[src/rtl/cell_cfg_pkg.sv]
package cell_cfg_pkg;

   typedef enum logic {
      OUT_COMB = 1'b0,
      OUT_REG  = 1'b1
   } out_sel_e;

   function automatic logic maj3(input logic a, input logic b, input logic c);
      return (a & b) | (a & c) | (b & c);
   endfunction

endpackage

[src/rtl/cell_cfg_chain.sv]
module cell_cfg_chain #(
   parameter int unsigned CHAIN_W = 18
) (
   input  logic               clk,
   input  logic               rst,
   input  logic               shift_en,
   input  logic               sin,
   output logic               sout,
   output logic [CHAIN_W-1:0] cfg_q
);

   generate
      if (CHAIN_W < 3) begin : g_bad_w
         $error("cell_cfg_chain: CHAIN_W must be at least 3");
      end
   endgenerate

   always_ff @(posedge clk) begin
      if (shift_en) cfg_q <= {cfg_q[CHAIN_W-2:0], sin};
   end

   assign sout = cfg_q[CHAIN_W-1];

   a_r4_shift_in: assert property (@(posedge clk) disable iff (rst)
      shift_en |=> cfg_q[0] == $past(sin));

   a_r4_shift_move: assert property (@(posedge clk) disable iff (rst)
      shift_en |=> sout == $past(cfg_q[CHAIN_W-2]));

   a_r5_hold: assert property (@(posedge clk) disable iff (rst)
      !shift_en |=> $stable(cfg_q));

endmodule

[src/rtl/cell_func.sv]
module cell_func #(
   parameter int unsigned LUT_K     = 4,
   parameter bit          HAS_CARRY = 1'b1,
   localparam int unsigned TABLE_W  = 1 << LUT_K
) (
   input  logic [TABLE_W-1:0] lut_table,
   input  logic               arith,
   input  logic [LUT_K-1:0]   lut_in,
   input  logic               cin,
   output logic               f,
   output logic               cout
);
   import cell_cfg_pkg::*;

   logic table_bit;

   always_comb begin
      table_bit = lut_table[lut_in];
   end

   generate
      if (HAS_CARRY) begin : g_carry
         logic sum_bit;
         logic carry_bit;
         always_comb begin
            sum_bit   = lut_in[0] ^ lut_in[1] ^ cin;
            carry_bit = maj3(lut_in[0], lut_in[1], cin);
            f         = arith ? sum_bit : table_bit;
            cout      = arith ? carry_bit : 1'b0;
         end
      end else begin : g_no_carry
         always_comb begin
            f    = table_bit;
            cout = 1'b0;
         end
      end
   endgenerate

endmodule

[src/rtl/cell_out_stage.sv]
module cell_out_stage
   import cell_cfg_pkg::*;
(
   input  logic     clk,
   input  logic     rst,
   input  logic     f,
   input  out_sel_e out_sel,
   output logic     q,
   output logic     y
);

   always_ff @(posedge clk) begin
      if (rst) q <= 1'b0;
      else     q <= f;
   end

   always_comb begin
      y = (out_sel == OUT_REG) ? q : f;
   end

   a_r10_reset_clears: assert property (@(posedge clk)
      rst |=> q == 1'b0);

   a_r7_capture: assert property (@(posedge clk) disable iff (rst)
      1'b1 |=> q == $past(f));

   a_r6_reg_path: assert property (@(posedge clk) disable iff (rst)
      (out_sel == OUT_REG) |-> y == q);

endmodule

[src/rtl/cfg_logic_cell.sv]
module cfg_logic_cell #(
   parameter int unsigned LUT_K     = 4,
   parameter bit          HAS_CARRY = 1'b1
) (
   input  logic             clk,
   input  logic             rst,
   input  logic             cfg_en,
   input  logic             cfg_sin,
   output logic             cfg_sout,
   input  logic [LUT_K-1:0] lut_in,
   input  logic             cin,
   output logic             cout,
   output logic             y
);
   import cell_cfg_pkg::*;

   localparam int unsigned TABLE_W = 1 << LUT_K;
   localparam int unsigned CHAIN_W = TABLE_W + 2;
   localparam int unsigned SEL_POS = CHAIN_W - 1;
   localparam int unsigned ARI_POS = CHAIN_W - 2;

   generate
      if (LUT_K < 2 || LUT_K > 6) begin : g_bad_k
         $error("cfg_logic_cell: LUT_K must lie in 2..6");
      end
   endgenerate

   logic [CHAIN_W-1:0] cfg_q;
   logic [TABLE_W-1:0] lut_table;
   logic               arith;
   out_sel_e           out_sel;
   logic               f;
   logic               q;

   cell_cfg_chain #(.CHAIN_W(CHAIN_W)) u_chain (
      .clk      (clk),
      .rst      (rst),
      .shift_en (cfg_en),
      .sin      (cfg_sin),
      .sout     (cfg_sout),
      .cfg_q    (cfg_q)
   );

   assign lut_table = cfg_q[TABLE_W-1:0];
   assign arith     = cfg_q[ARI_POS];
   assign out_sel   = out_sel_e'(cfg_q[SEL_POS]);

   cell_func #(.LUT_K(LUT_K), .HAS_CARRY(HAS_CARRY)) u_func (
      .lut_table (lut_table),
      .arith     (arith),
      .lut_in    (lut_in),
      .cin       (cin),
      .f         (f),
      .cout      (cout)
   );

   cell_out_stage u_out (
      .clk     (clk),
      .rst     (rst),
      .f       (f),
      .out_sel (out_sel),
      .q       (q),
      .y       (y)
   );

   a_r9_cout_idle: assert property (@(posedge clk) disable iff (rst)
      !arith |-> !cout);

   a_r8_carry: assert property (@(posedge clk) disable iff (rst)
      (arith && HAS_CARRY) |-> cout == maj3(lut_in[0], lut_in[1], cin));

   a_r10_cfg_kept: assert property (@(posedge clk)
      (rst && !cfg_en) |=> $stable(cfg_q));

endmodule

[config.mk]
export PLATFORM = sky130hd
export DESIGN_NAME = cfg_logic_cell
export DESIGN_NICKNAME = d
export VERILOG_FILES = /design/src/rtl/cell_cfg_pkg.sv /design/src/rtl/cell_cfg_chain.sv /design/src/rtl/cell_func.sv /design/src/rtl/cell_out_stage.sv /design/src/rtl/cfg_logic_cell.sv
export SDC_FILE = /design/constraint.sdc
export NUM_CORES = 1
export LEC_CHECK = 0
export CAP_MARGIN = 25
export CORE_MARGIN = 1.5
export CORE_UTILIZATION = 58
export DETAILED_ROUTE_END_ITERATION = 10
export DONT_BUFFER_PORTS = 1
export HOLD_SLACK_MARGIN = 0.08
export PLACE_DENSITY = 0.74
export SKIP_CTS_REPAIR_TIMING = 1
export SLEW_MARGIN = 20
export SYNTH_ARGS = -nofsm -noshare
export SYNTH_HDL_FRONTEND = slang
export SYNTH_SLANG_ARGS = --single-unit
[constraint.sdc]
create_clock -name clk -period 1.7 [get_ports clk]
set_clock_uncertainty 0.15 [all_clocks]
set_input_delay 0.17 -clock clk [delete_from_list [all_inputs] [get_ports clk]]
set_output_delay 0.17 -clock clk [all_outputs]
set_load 0.005 [all_outputs]
* Yosys cells after proc, flatten, opt, wreduce, memory -nomap -nowiden *
Cells that the tools add are included.

storage, ports and cells
  register bits = 19
  bits of input ports = 9
  output and inout port bits = 3
  logic and storage cells = 15

cells by class
  order comparisons = 1
  mux-type cells = 5
  bitwise operators = 7

operators with widths
  operator                                                     number
  less-than comparator 4 x 5 -> 1 bit (second input constant)  1
  binary-select mux 1 bit (select 4 bit)                       1
  2-to-1 mux 1 bit                                             4
  bitwise AND 1 bit                                            3
  bitwise OR 1 bit                                             2
  XOR 1 bit                                                    2

* Depth between registers and ports, before layout *
Gate-level depths: netlist of run 1.

  word-level depth = 4
  depth in mapped cells = 5
  mapped depth without buffers = 4

* By module *
A second synthesis of run 1 with hierarchy kept.

unflattened totals
  cell total of the unflattened synthesis = 38
  area, all modules = 767.0 um^2

modules (own cells, without submodules)
  module          times used  cells an instance  area an instance (um^2)  seq. area each (um^2)
  cell_cfg_chain  1           19                 548.0                    540.5
  cell_func       1           16                 177.7                    0.0
  cell_out_stage  1           3                  41.3                     20.0

* Worst setup path before layout of run 1 *
No wires, ideal clock.

  path kind = input to output
  start = input port lut_in[1]
  end = output port y
  data arrival time = 1285 ps
  data required time = 1380 ps
  setup slack = 95 ps
  stages = 5
  buffers on the path = 1
  cells stage by stage = buf_6 > mux2i_1 > mux4_2 > a22o_1 > o31ai_2

between the ends
  word-level cells in the longest chain between the ends = 4
  elaborated cells on any way between the ends = 6
  classes of those cells = mux (4); bitwise (2)

ends and longest elaborated chain
  what                                                                 line                              source
  start: declaration                                                   cfg_logic_cell.sv:10              input logic [LUT_K-1:0] lut_in,
  binary-select mux 1 bit (select 4 bit) or XOR 1 bit (tied branches)  cell_func.sv:18, cell_func.sv:26
  2-to-1 mux 1 bit (not written as such) or XOR 1 bit (tied branches)  cell_func.sv:18, cell_func.sv:26
  2-to-1 mux 1 bit (*)                                                 cell_func.sv:28                   f = arith ? sum_bit : table_bit;
  2-to-1 mux 1 bit (*)                                                 cell_out_stage.sv:18              y = (out_sel == OUT_REG) ? q : f;
  end: declaration                                                     cfg_logic_cell.sv:13              output logic y

Every way passes the cells marked *; elsewhere a longest branch is shown, timed or not. The select of a mux whose other input is x is not followed.

* Worst setup path after layout of run 1 *
  start = register u_chain.cfg_q[11]
  end = output port y

between the ends
  word-level cells in the longest chain between the ends = 4

ends and longest elaborated chain
  what                                    line                  source
  start: declaration                      cell_cfg_chain.sv:9   output logic [CHAIN_W-1:0] cfg_q
  start signal: assignment                cell_cfg_chain.sv:19  if (shift_en) cfg_q <= {cfg_q[CHAIN_W-2:0], sin};
  binary-select mux 1 bit (select 4 bit)  cell_func.sv:18       table_bit = lut_table[lut_in];
  2-to-1 mux 1 bit (not written as such)  cell_func.sv:18
  2-to-1 mux 1 bit                        cell_func.sv:28
  2-to-1 mux 1 bit                        cell_out_stage.sv:18

Every way passes these cells. The select of a mux whose other input is x is not followed.

==> results.md, run 1 <==
Outcome:
- The run finished, with violations left.
- The final reports fail on setup timing.

Floorplan:
- The die covers 1571 um2.
- 12 I/O pins were placed.
- The number of placement rows is 13.
- The starting density of the core is 61.34%.
- The core region is 1269 um2.
- The horizontal die dimension is 39.63 um.
- The die height is 39.63 um.

Cells and area:
- The most common library cell in the layout ignoring fill and taps is sky130_fd_sc_hd__edfxtp_1.
- The storage element area is 560.5 um2.
- The area of the multi-input gates is 203.9 um2.
- The top cell types in the final layout, fill and taps aside, are 18 x sky130_fd_sc_hd__edfxtp_1, 8 x sky130_fd_sc_hd__mux2i_1, 4 x sky130_fd_sc_hd__dlygate4sd3_1, 3 x sky130_fd_sc_hd__inv_1, 3 x sky130_fd_sc_hd__clkbuf_4.
- In the final design database the tool counted 61 nets.
- Cells with a size suffix above 1 make up 20.00% of the layout.
- From synthesis to final layout, the design area changed by 12.70%.
- The count of inserted antenna diode cells is 0.
- Counting the fill cells in the layout gives 85.
- The final core utilization is 69.13%.

Worst setup path:
- The signal on the critical path passes through mux2i_1 -> mux4_2 -> and3b_2 -> o31ai_4.
- The required time of the worst setup path is 1.38 ns.
- Data arrives at the worst endpoint at 1.67 ns.
- The kind of start point of the critical path is a register.
- The biggest fanout along the worst timing path is 2.
- The slowest stage of the critical path belongs to the cell sky130_fd_sc_hd__mux4_2.
- The largest single stage delay on the critical path is 0.45 ns.
- The endpoint kind of the worst setup timing path is an output port.
- The kind of critical path is register to output port.

Logic synthesis:
- The post-synthesis instance area is 778.2 um2.
- The number of cells produced by synthesis is 41.
- Yosys printed 0 warnings.
- The number of nets handed over by synthesis was 51.
- In this run, synthesis produced a sequential element count of 19.
- After synthesis, the netlist uses 14 different library cells.
- In this run the mean area of a mapped cell was 18.98 um2.
- The register area share after synthesis is 72.03%.

Power and ir drop:
- The total power draw is 850.3 uW.
- The combinational share of power is 8.3%.
- The internal portion of total power is 672.2 uW.
- The power per standard cell area is 969.5 nW/um2.
- The switching power of the nets is 178.2 uW.
- The maximum resistive drop on vdd is 0.5623 mV.
- The cell leakage power is 0.3338 nW.
- Per report_power, the sequential group accounts for 65.9% of the total.
- Net switching is 20.95% of the power.
- The fraction of power consumed by the clock network is 25.8%.

Drt:
- Once detail routing completed, the nets flagged for antenna violations numbered 0.
- Across all layers, the routed design uses 375 vias.
- The routed design has 1137 um of wire.
- The post-detailed-route via-to-cell ratio is 5.769.
- For this run, design rule violations remaining after detail routing come to 0.
- The detailed-routing iteration count for the pre-antenna-repair pass is 3.
- The routed wirelength normalized by instance count is 17.49 um.
- The initial DRC count is 5.

Clock tree:
- The number of sinks on the clock net is 19.
- The number of clock buffers added by TritonCTS is 3.
- The maximum number of buffers from clock root to sink is 2.
- TritonCTS built the clock tree.
- The later pin in the worst-skew pair is clocked with a latency of 0.30 ns.
- The master cell of the clock root buffer is sky130_fd_sc_hd__clkbuf_4.
- The number of levels the H-tree was split into is 1.
- The clock-pin slew of the registers on the worst-case setup and hold paths is 0.11 ns.

Placed design:
- Detailed placement ended at an HPWL of 850.5 um.
- The count of port buffers added during placement is 0.
- The congestion estimate from routability-driven global placement came to 0.6694.

STA:
- Setup repair after global routing could not meet its margin everywhere.
- Setup violations remaining at the end of the flow were counted as 1.
- The final count of hold timing violations is 0.
- The worst relative slew slack is 50.02%.
- The final critical path takes up 116.8% of the cycle.
- The max-slew violation count is 0.
- At the pin with the least slew margin, the transition time is 0.7472 ns.
- Based on the critical path, the design can be clocked at up to 503.6 MHz.
- The smallest clock period supported by the final layout is computed as 1.986 ns.
- Setup slack on the critical path of the routed design comes to -0.2855 ns.

GRT:
- The wire length of the first global-routing pass is 1745 um.
- The largest net degree at the start of global routing is 19.
- The number of global-route vias before repair came to 371.
- The initial antenna violation count is 0.
- In the global route stage, overall resource usage came out at 19.24%.
- The residual overflow from global routing is 0.

Hold path:
- The min-delay analysis places its worst path in the category input port to register.

Job:
- Across the run, the number of max-cap violations was 0.
## power groups by stage
stage          Clock [mW]  Combinational, mW  Sequential (mW)
2_1_floorplan           0             0.0472            0.564
3_3_place_gp            0             0.0456            0.568
3_5_place_dp            0             0.0497            0.571
4_1_cts             0.223             0.0497            0.561
5_1_grt             0.237             0.0788            0.565
6_report            0.220             0.0706            0.560
## synth_stat cells
| cell type | number | area share [%] |
|---|---|---|
| sky130_fd_sc_hd__dfxtp_1 | 1 | 2.6 |
| sky130_fd_sc_hd__nor2b_1 | 1 | 0.80 |
| sky130_fd_sc_hd__and3b_2 | 1 | 1.3 |
| sky130_fd_sc_hd__fa_1 | 1 | 2.6 |
| sky130_fd_sc_hd__nor2_1 | 1 | 0.48 |
| sky130_fd_sc_hd__nand2_1 | 1 | 0.48 |
| sky130_fd_sc_hd__inv_1 | 3 | 1.4 |
| sky130_fd_sc_hd__edfxtp_1 | 18 | 69 |
| sky130_fd_sc_hd__nor3_1 | 1 | 0.64 |
| sky130_fd_sc_hd__mux2i_1 | 8 | 10 |
| sky130_fd_sc_hd__mux4_2 | 2 | 5.8 |
| sky130_fd_sc_hd__buf_6 | 1 | 1.4 |
| sky130_fd_sc_hd__a22o_1 | 1 | 1.1 |
| sky130_fd_sc_hd__o31ai_2 | 1 | 1.6 |
## state kept, by name, summed over array words and instances (netlist names)
name	flops
u_out.q	1
u_chain.cfg_q	18
## worst max-delay path: cells and delay by family, from the launching register on
kind	cells	cell delay [ns]
compound gates	1	0.23
mux	2	0.53
simple gates	1	0.24
flops	1	0.37
## metrics by stage
step / worst slack (ns) / hold slack (ns) / cells / area (um2) / TNS [ns]
after CTS: -0.3552 / -0.2076 / 59 / 813.3 / -0.3552
after detailed placement: -0.01517 / 0.1154 / 55 / 785.8 / -0.01517
after global placement: 0.05931 / 0.1014 / 55 / 785.8 / 0
final: -0.2855 / 0.1734 / 65 / 877.1 / -0.2855
after floorplan: 0.09509 / 0.09860 / 41 / 778.2 / 0
after global routing: -0.3682 / 0.1999 / 65 / 877.1 / -0.3682
## path summary, 6_finish.rpt
check / endpoint / cells past startpoint / slack, ns / startpoint
setup / recovery: y / 4 / -0.29 / u_chain.cfg_q[11]
hold / removal: u_out.q / 3 / 0.17 / lut_in[3]
setup reg to reg: u_out.q / 4 / 0.09 / u_chain.cfg_q[6]
hold reg to reg: u_chain.cfg_q[11] / 0 / 0.31 / u_chain.cfg_q[10]
## layer usage
layer | global-route usage [%] | vias to the layer above | part of all wire [%]
met5 | 0 | - | 0
met4 | 15.52 | 0 | 2.9
met3 | 3.409 | 5 | 3.7
met2 | 29.92 | 13 | 55
met1 | 23.14 | 180 | 39
li1 | - | 177 | -
## cells by family (layout without fill, tap and decap cells)
logic type / count (synthesis) / in the layout / synth area share (%)
simple gates: 5 / 5 / 3.697
mux: 10 / 10 / 16.08
compound gates: 2 / 2 / 2.733
buf+inv: 4 / 13 / 2.894
flops: 19 / 19 / 72.03
fa+ha+maj: 1 / 1 / 2.572
## final cells by class
type	instances	area share [%]
multi-input combinational	18	23.25
clock inverter	1	0.5706
timing repair buffer	6	6.277
clock buffer	3	2.568
sequential	19	63.91
tap	15	2.140
inverter	3	1.284
(Power assumes the default switching activity.)
==> run 2, diff against run 1 <==
--- a/config.mk
+++ b/config.mk
@@ -5,15 +5,16 @@
 export SDC_FILE = /design/constraint.sdc
 export NUM_CORES = 1
 export LEC_CHECK = 0
+export BUFFER_PORTS_ARGS = -buffer_cell sky130_fd_sc_hd__buf_2
 export CAP_MARGIN = 25
 export CORE_MARGIN = 1.5
-export CORE_UTILIZATION = 58
+export CORE_UTILIZATION = 52
 export DETAILED_ROUTE_END_ITERATION = 10
-export DONT_BUFFER_PORTS = 1
 export HOLD_SLACK_MARGIN = 0.08
 export PLACE_DENSITY = 0.74
 export SKIP_CTS_REPAIR_TIMING = 1
 export SLEW_MARGIN = 20
 export SYNTH_ARGS = -nofsm -noshare
 export SYNTH_HDL_FRONTEND = slang
+export SYNTH_HIERARCHICAL = 1
 export SYNTH_SLANG_ARGS = --single-unit
==> run 2 against run 1 <==
  * The run still ends with setup timing left
  * Total power rose by 2.6%
  * Setup slack got worse by 0.34 ns
  * Fmax down 15%
  * Hold slack worse by 0.011 ns
  * Sequential share of layout area fell by 4.5 points
  * Via count is 14% higher
  * Largest power group unchanged
==> results.md, run 2 <==
Logic synthesis:
- The basic-gate share of the synthesized area counting and, or, nand and nor cells is 3.100% (was 3.698%).
- The synthesized-area fraction occupied by adder cells is 2.610% (was 2.572%).
- The flip-flop and latch count after synthesis was 19 (unchanged).
- The post-synthesis instance area is 767.0 um2 (was 778.2 um2).
- The leading cell type by number of instances after synthesis is sky130_fd_sc_hd__edfxtp_1 (unchanged).
- The register area share after synthesis is 73.08% (was 72.03%).
- Leading post-synthesis cells by cell area: sky130_fd_sc_hd__edfxtp_1 70%, sky130_fd_sc_hd__mux4_1 6.9%, sky130_fd_sc_hd__mux4_2 5.9% (was sky130_fd_sc_hd__edfxtp_1 69%, sky130_fd_sc_hd__mux2i_1 10%, sky130_fd_sc_hd__mux4_2 5.8%).
- The async set-reset flop share out of synthesis is 0% (unchanged).
- The xor/xnor share of the synthesized area was 0% (unchanged).
- Synth top cells by count: 18 x sky130_fd_sc_hd__edfxtp_1, 4 x sky130_fd_sc_hd__inv_1 (was 18 x sky130_fd_sc_hd__edfxtp_1, 8 x sky130_fd_sc_hd__mux2i_1, 3 x sky130_fd_sc_hd__inv_1).
- The count of unique library cells instantiated by Yosys is 14 (unchanged).
- The mux cell area share after synthesis was 14.68% (was 16.08%).
- The per-instance average area after synthesis is 20.18 um2 (was 18.98 um2).
- The cell taking the most area after synthesis is sky130_fd_sc_hd__edfxtp_1 (unchanged).
- The count of yosys warnings during synthesis came to 6 (was 0).
- The number of cells produced by synthesis came to 38 (was 41).
- The commonest register cell after synthesis is sky130_fd_sc_hd__edfxtp_1 (unchanged).
- The synthesized netlist net count is 48 (was 51).
- The complex-gate fraction of the synthesized area is 3.589% (was 2.733%).
- The combinational family with the most area after synthesis is multiplexers (unchanged).
- The share of Yosys cell area claimed by the top area cell type is 70.47% (was 69.45%).
- The count of flip-flops with a built-in enable after synthesis was 18 (unchanged).

Floorplan:
- The horizontal die dimension was 41.41 um (was 39.63 um).
- The boundary pin count came to 12 (unchanged).
- The die height is 41.41 um (was 39.63 um).
- The die area came to 1714 um2 (was 1571 um2).
- The total core area is 1334 um2 (was 1269 um2).
- The number of placement rows is 13 (unchanged).
- The starting density of the core is 57.50% (was 61.34%).

Cells and area:
- The most common library cell in the layout ignoring fill and taps is sky130_fd_sc_hd__edfxtp_1 (unchanged).
- The design area was 943.4 um2 (was 877.1 um2).
- The count of inserted antenna diode cells is 0 (unchanged).
- Commonest cells after routing, fill and taps aside: 18 x sky130_fd_sc_hd__edfxtp_1, 11 x sky130_fd_sc_hd__buf_2, 8 x sky130_fd_sc_hd__buf_4, 4 x sky130_fd_sc_hd__inv_1 (was 18 x sky130_fd_sc_hd__edfxtp_1, 8 x sky130_fd_sc_hd__mux2i_1, 4 x sky130_fd_sc_hd__dlygate4sd3_1, 3 x sky130_fd_sc_hd__inv_1, 3 x sky130_fd_sc_hd__clkbuf_4).
- The final core utilization is 70.73% (was 69.13%).
- The post-synthesis to final-layout area growth is 23.00% (was 12.70%).
- The share of layout cells above drive strength 1 is 46.77% (was 20.00%).
- The register name with the most flops is u_chain/cfg_q (was u_chain.cfg_q).
- The area of the multi-input gates is 187.7 um2 (was 203.9 um2).
- The flip-flop count of the largest register after layout is 18 (unchanged).
- The number of nets in the finished design is 73 (was 61).
- Regs by FF count: u_chain/cfg_q: 18 flops, u_out/q: 1 flops (was u_chain.cfg_q: 18 flops, u_out.q: 1 flops).
- The fill cell instance count of the final layout came to 89 (was 85).
- The storage element area came to 560.5 um2 (unchanged).

STA:
- Unrepaired setup endpoints after global routing: yes (unchanged).
- The maximum clock frequency came to 430.0 MHz (was 503.6 MHz).
- The slew at the pin closest to its max-slew limit came to 0.3788 ns (was 0.7472 ns).
- The max-slew violation count is 0 (unchanged).
- The final critical-path required period is 2.325 ns (was 1.986 ns).
- The sum of negative setup slack is -0.6474 ns (was -0.2855 ns).
- The worst relative slew slack is 74.74% (was 50.02%).
- The post-route worst setup slack was -0.6255 ns (was -0.2855 ns).
- The fraction of the cycle the final worst path needs is 136.8% (was 116.8%).
- The final count of hold timing violations is 0 (unchanged).
- The worst hold slack is 0.1626 ns (was 0.1734 ns).
- The setup violation total in the final timing report came to 2 (was 1).

Power and ir drop:
- The fraction of power consumed by the clock network is 25.0% (was 25.8%).
- The cell leakage power is 0.3792 nW (was 0.3338 nW).
- The maximum resistive drop on vdd is 0.5947 mV (was 0.5623 mV).
- The total power draw came to 872.0 uW (was 850.3 uW).
- The combinational share of power is 11.0% (was 8.3%).
- The power per standard cell area was 924.4 nW/um2 (was 969.5 nW/um2).
- The net switching share of the total power is 20.52% (was 20.95%).
- The internal portion of total power came to 693.1 uW (was 672.2 uW).
- The sequential fraction of design power is 63.9% (was 65.9%).
- The switching power of the nets is 178.9 uW (was 178.2 uW).

Drt:
- The post-detailed-route via-to-cell ratio came to 5.532 (was 5.769).
- The number of remaining DRC errors is 0 (unchanged).
- The routed wirelength normalized by instance count was 16.17 um (was 17.49 um).
- The initial DRC count is 6 (was 5).
- The aggregate routed wire length is 1245 um (was 1137 um).
- The overall via count from detail_route is 426 (was 375).
- The detailed-routing iteration count for the pre-antenna-repair pass is 4 (was 3).
- The remaining antenna violation count is 0 (unchanged).

Hold path:
- The worst hold path depth was 1 (was 3).
- The class of the tightest hold or removal check is input port to register (unchanged).

Outcome:
- Outcome: finished, violations left (unchanged).
- Failing checks: setup timing (unchanged).

Worst setup path:
- The biggest fanout along the worst timing path was 2 (unchanged).
- The signal arrival time at the worst endpoint is 2.01 ns (was 1.67 ns).
- The worst setup slack for register-to-register paths came to -0.02 ns (was 0.09 ns).
- The kind of critical path is register to output port (unchanged).
- The required time of the worst setup path is 1.38 ns (about the same).
- The kind of start point of the critical path is a register (unchanged).
- The endpoint kind of the worst setup timing path is an output port (unchanged).
- The count of cells along the worst register-to-register path came to 5 (was 4).

Clock tree:
- The clock buffer count from CTS is 3 (unchanged).
- The number of sinks on the clock net was 19 (unchanged).
- The CTS tree is built (unchanged).
- The clock network latency to the later pin of the worst-skew pair is 0.29 ns (was 0.30 ns).
- The clock-pin slew of the registers on the worst-case setup and hold paths is 0.10 ns (was 0.11 ns).
- The maximum number of buffers from clock root to sink is 2 (unchanged).
- The master cell of the clock root buffer is sky130_fd_sc_hd__clkbuf_4 (unchanged).
- The number of levels the H-tree was split into came to 1 (unchanged).

GRT:
- The number of global-route vias before repair is 471 (was 371).
- The largest net degree at the start of global routing is 19 (unchanged).
- The initial antenna violation count is 0 (unchanged).
- The combined global-route utilization of all metal layers is 16.70% (was 19.24%).
- The residual overflow from global routing is 0 (unchanged).
- The wire length of the first global-routing pass is 2049 um (was 1745 um).

Job:
- The number of maximum-capacitance violations is 0 (unchanged).

Placed design:
- The placer congestion estimate is 0.7484 (was 0.6694).
- The count of port buffers added during placement came to 11 (was 0).
- The instance area at placement is 897.1 um2 (was 785.8 um2).
- The HPWL after detailed placement was 943.6 um (was 850.5 um).
-- run 2: worst max-delay path, cell delays in order (launching register included) --
cell and delay (ns):
sky130_fd_sc_hd__edfxtp_1 0.39, sky130_fd_sc_hd__mux4_2 0.49, sky130_fd_sc_hd__nor2b_4 0.14, sky130_fd_sc_hd__a211oi_2 0.18, sky130_fd_sc_hd__o22ai_1 0.12, sky130_fd_sc_hd__mux2_4 0.27, sky130_fd_sc_hd__buf_2 0.12
-- run 2: metal layers --
metal  part of all wire [%]  track usage (%)  up-vias
li1                       -                -      195
met5                      0                0        -
met2                     52            27.81       17
met1                     39            17.23      207
met4                    3.5            12.26        0
met3                    5.8            5.652        7
-- run 2: cell families (layout without fill, tap and decap cells) --
family          after synthesis  after routing
buf+inv                       5             29
mux                           5              5
fa+ha+maj                     1              1
flops                        19             19
compound gates                3              3
simple gates                  5              5
-- run 2: path summary, 6_finish.rpt --
path               startpoint          endpoint
max          u_chain/cfg_q[3]                 y
min                    cfg_en  u_chain/cfg_q[0]
max reg2reg  u_chain/cfg_q[3]           u_out/q
min reg2reg  u_chain/cfg_q[4]  u_chain/cfg_q[5]
-- run 2: cell type report --
class / count / share of cell area (%)
multi-input cells: 14 / 19.89
flip-flops and latches: 19 / 59.42
clock buffers: 4 / 2.785
well taps: 15 / 1.989
repair buffers: 21 / 14.32
inverters: 4 / 1.592
-- run 2: stage by stage --
| step | cells | worst slack, ns |
|---|---|---|
| 2_1_floorplan | 38 | -0.04399 |
| 3_3_place_gp | 71 | -0.2039 |
| 3_5_place_dp | 71 | -0.2717 |
| 4_1_cts | 75 | -0.6181 |
| 5_1_grt | 77 | -0.6801 |
| 6_report | 77 | -0.6255 |
-- run 2: power by group through the flow --
stage / sequential [mW] / clock, mW / combinational (mW)
4_1_cts: 0.558 / 0.224 / 0.0927
3_3_place_gp: 0.565 / 0 / 0.0876
2_1_floorplan: 0.562 / 0 / 0.0459
3_5_place_dp: 0.569 / 0 / 0.0919
5_1_grt: 0.561 / 0.252 / 0.103
6_report: 0.558 / 0.218 / 0.0961
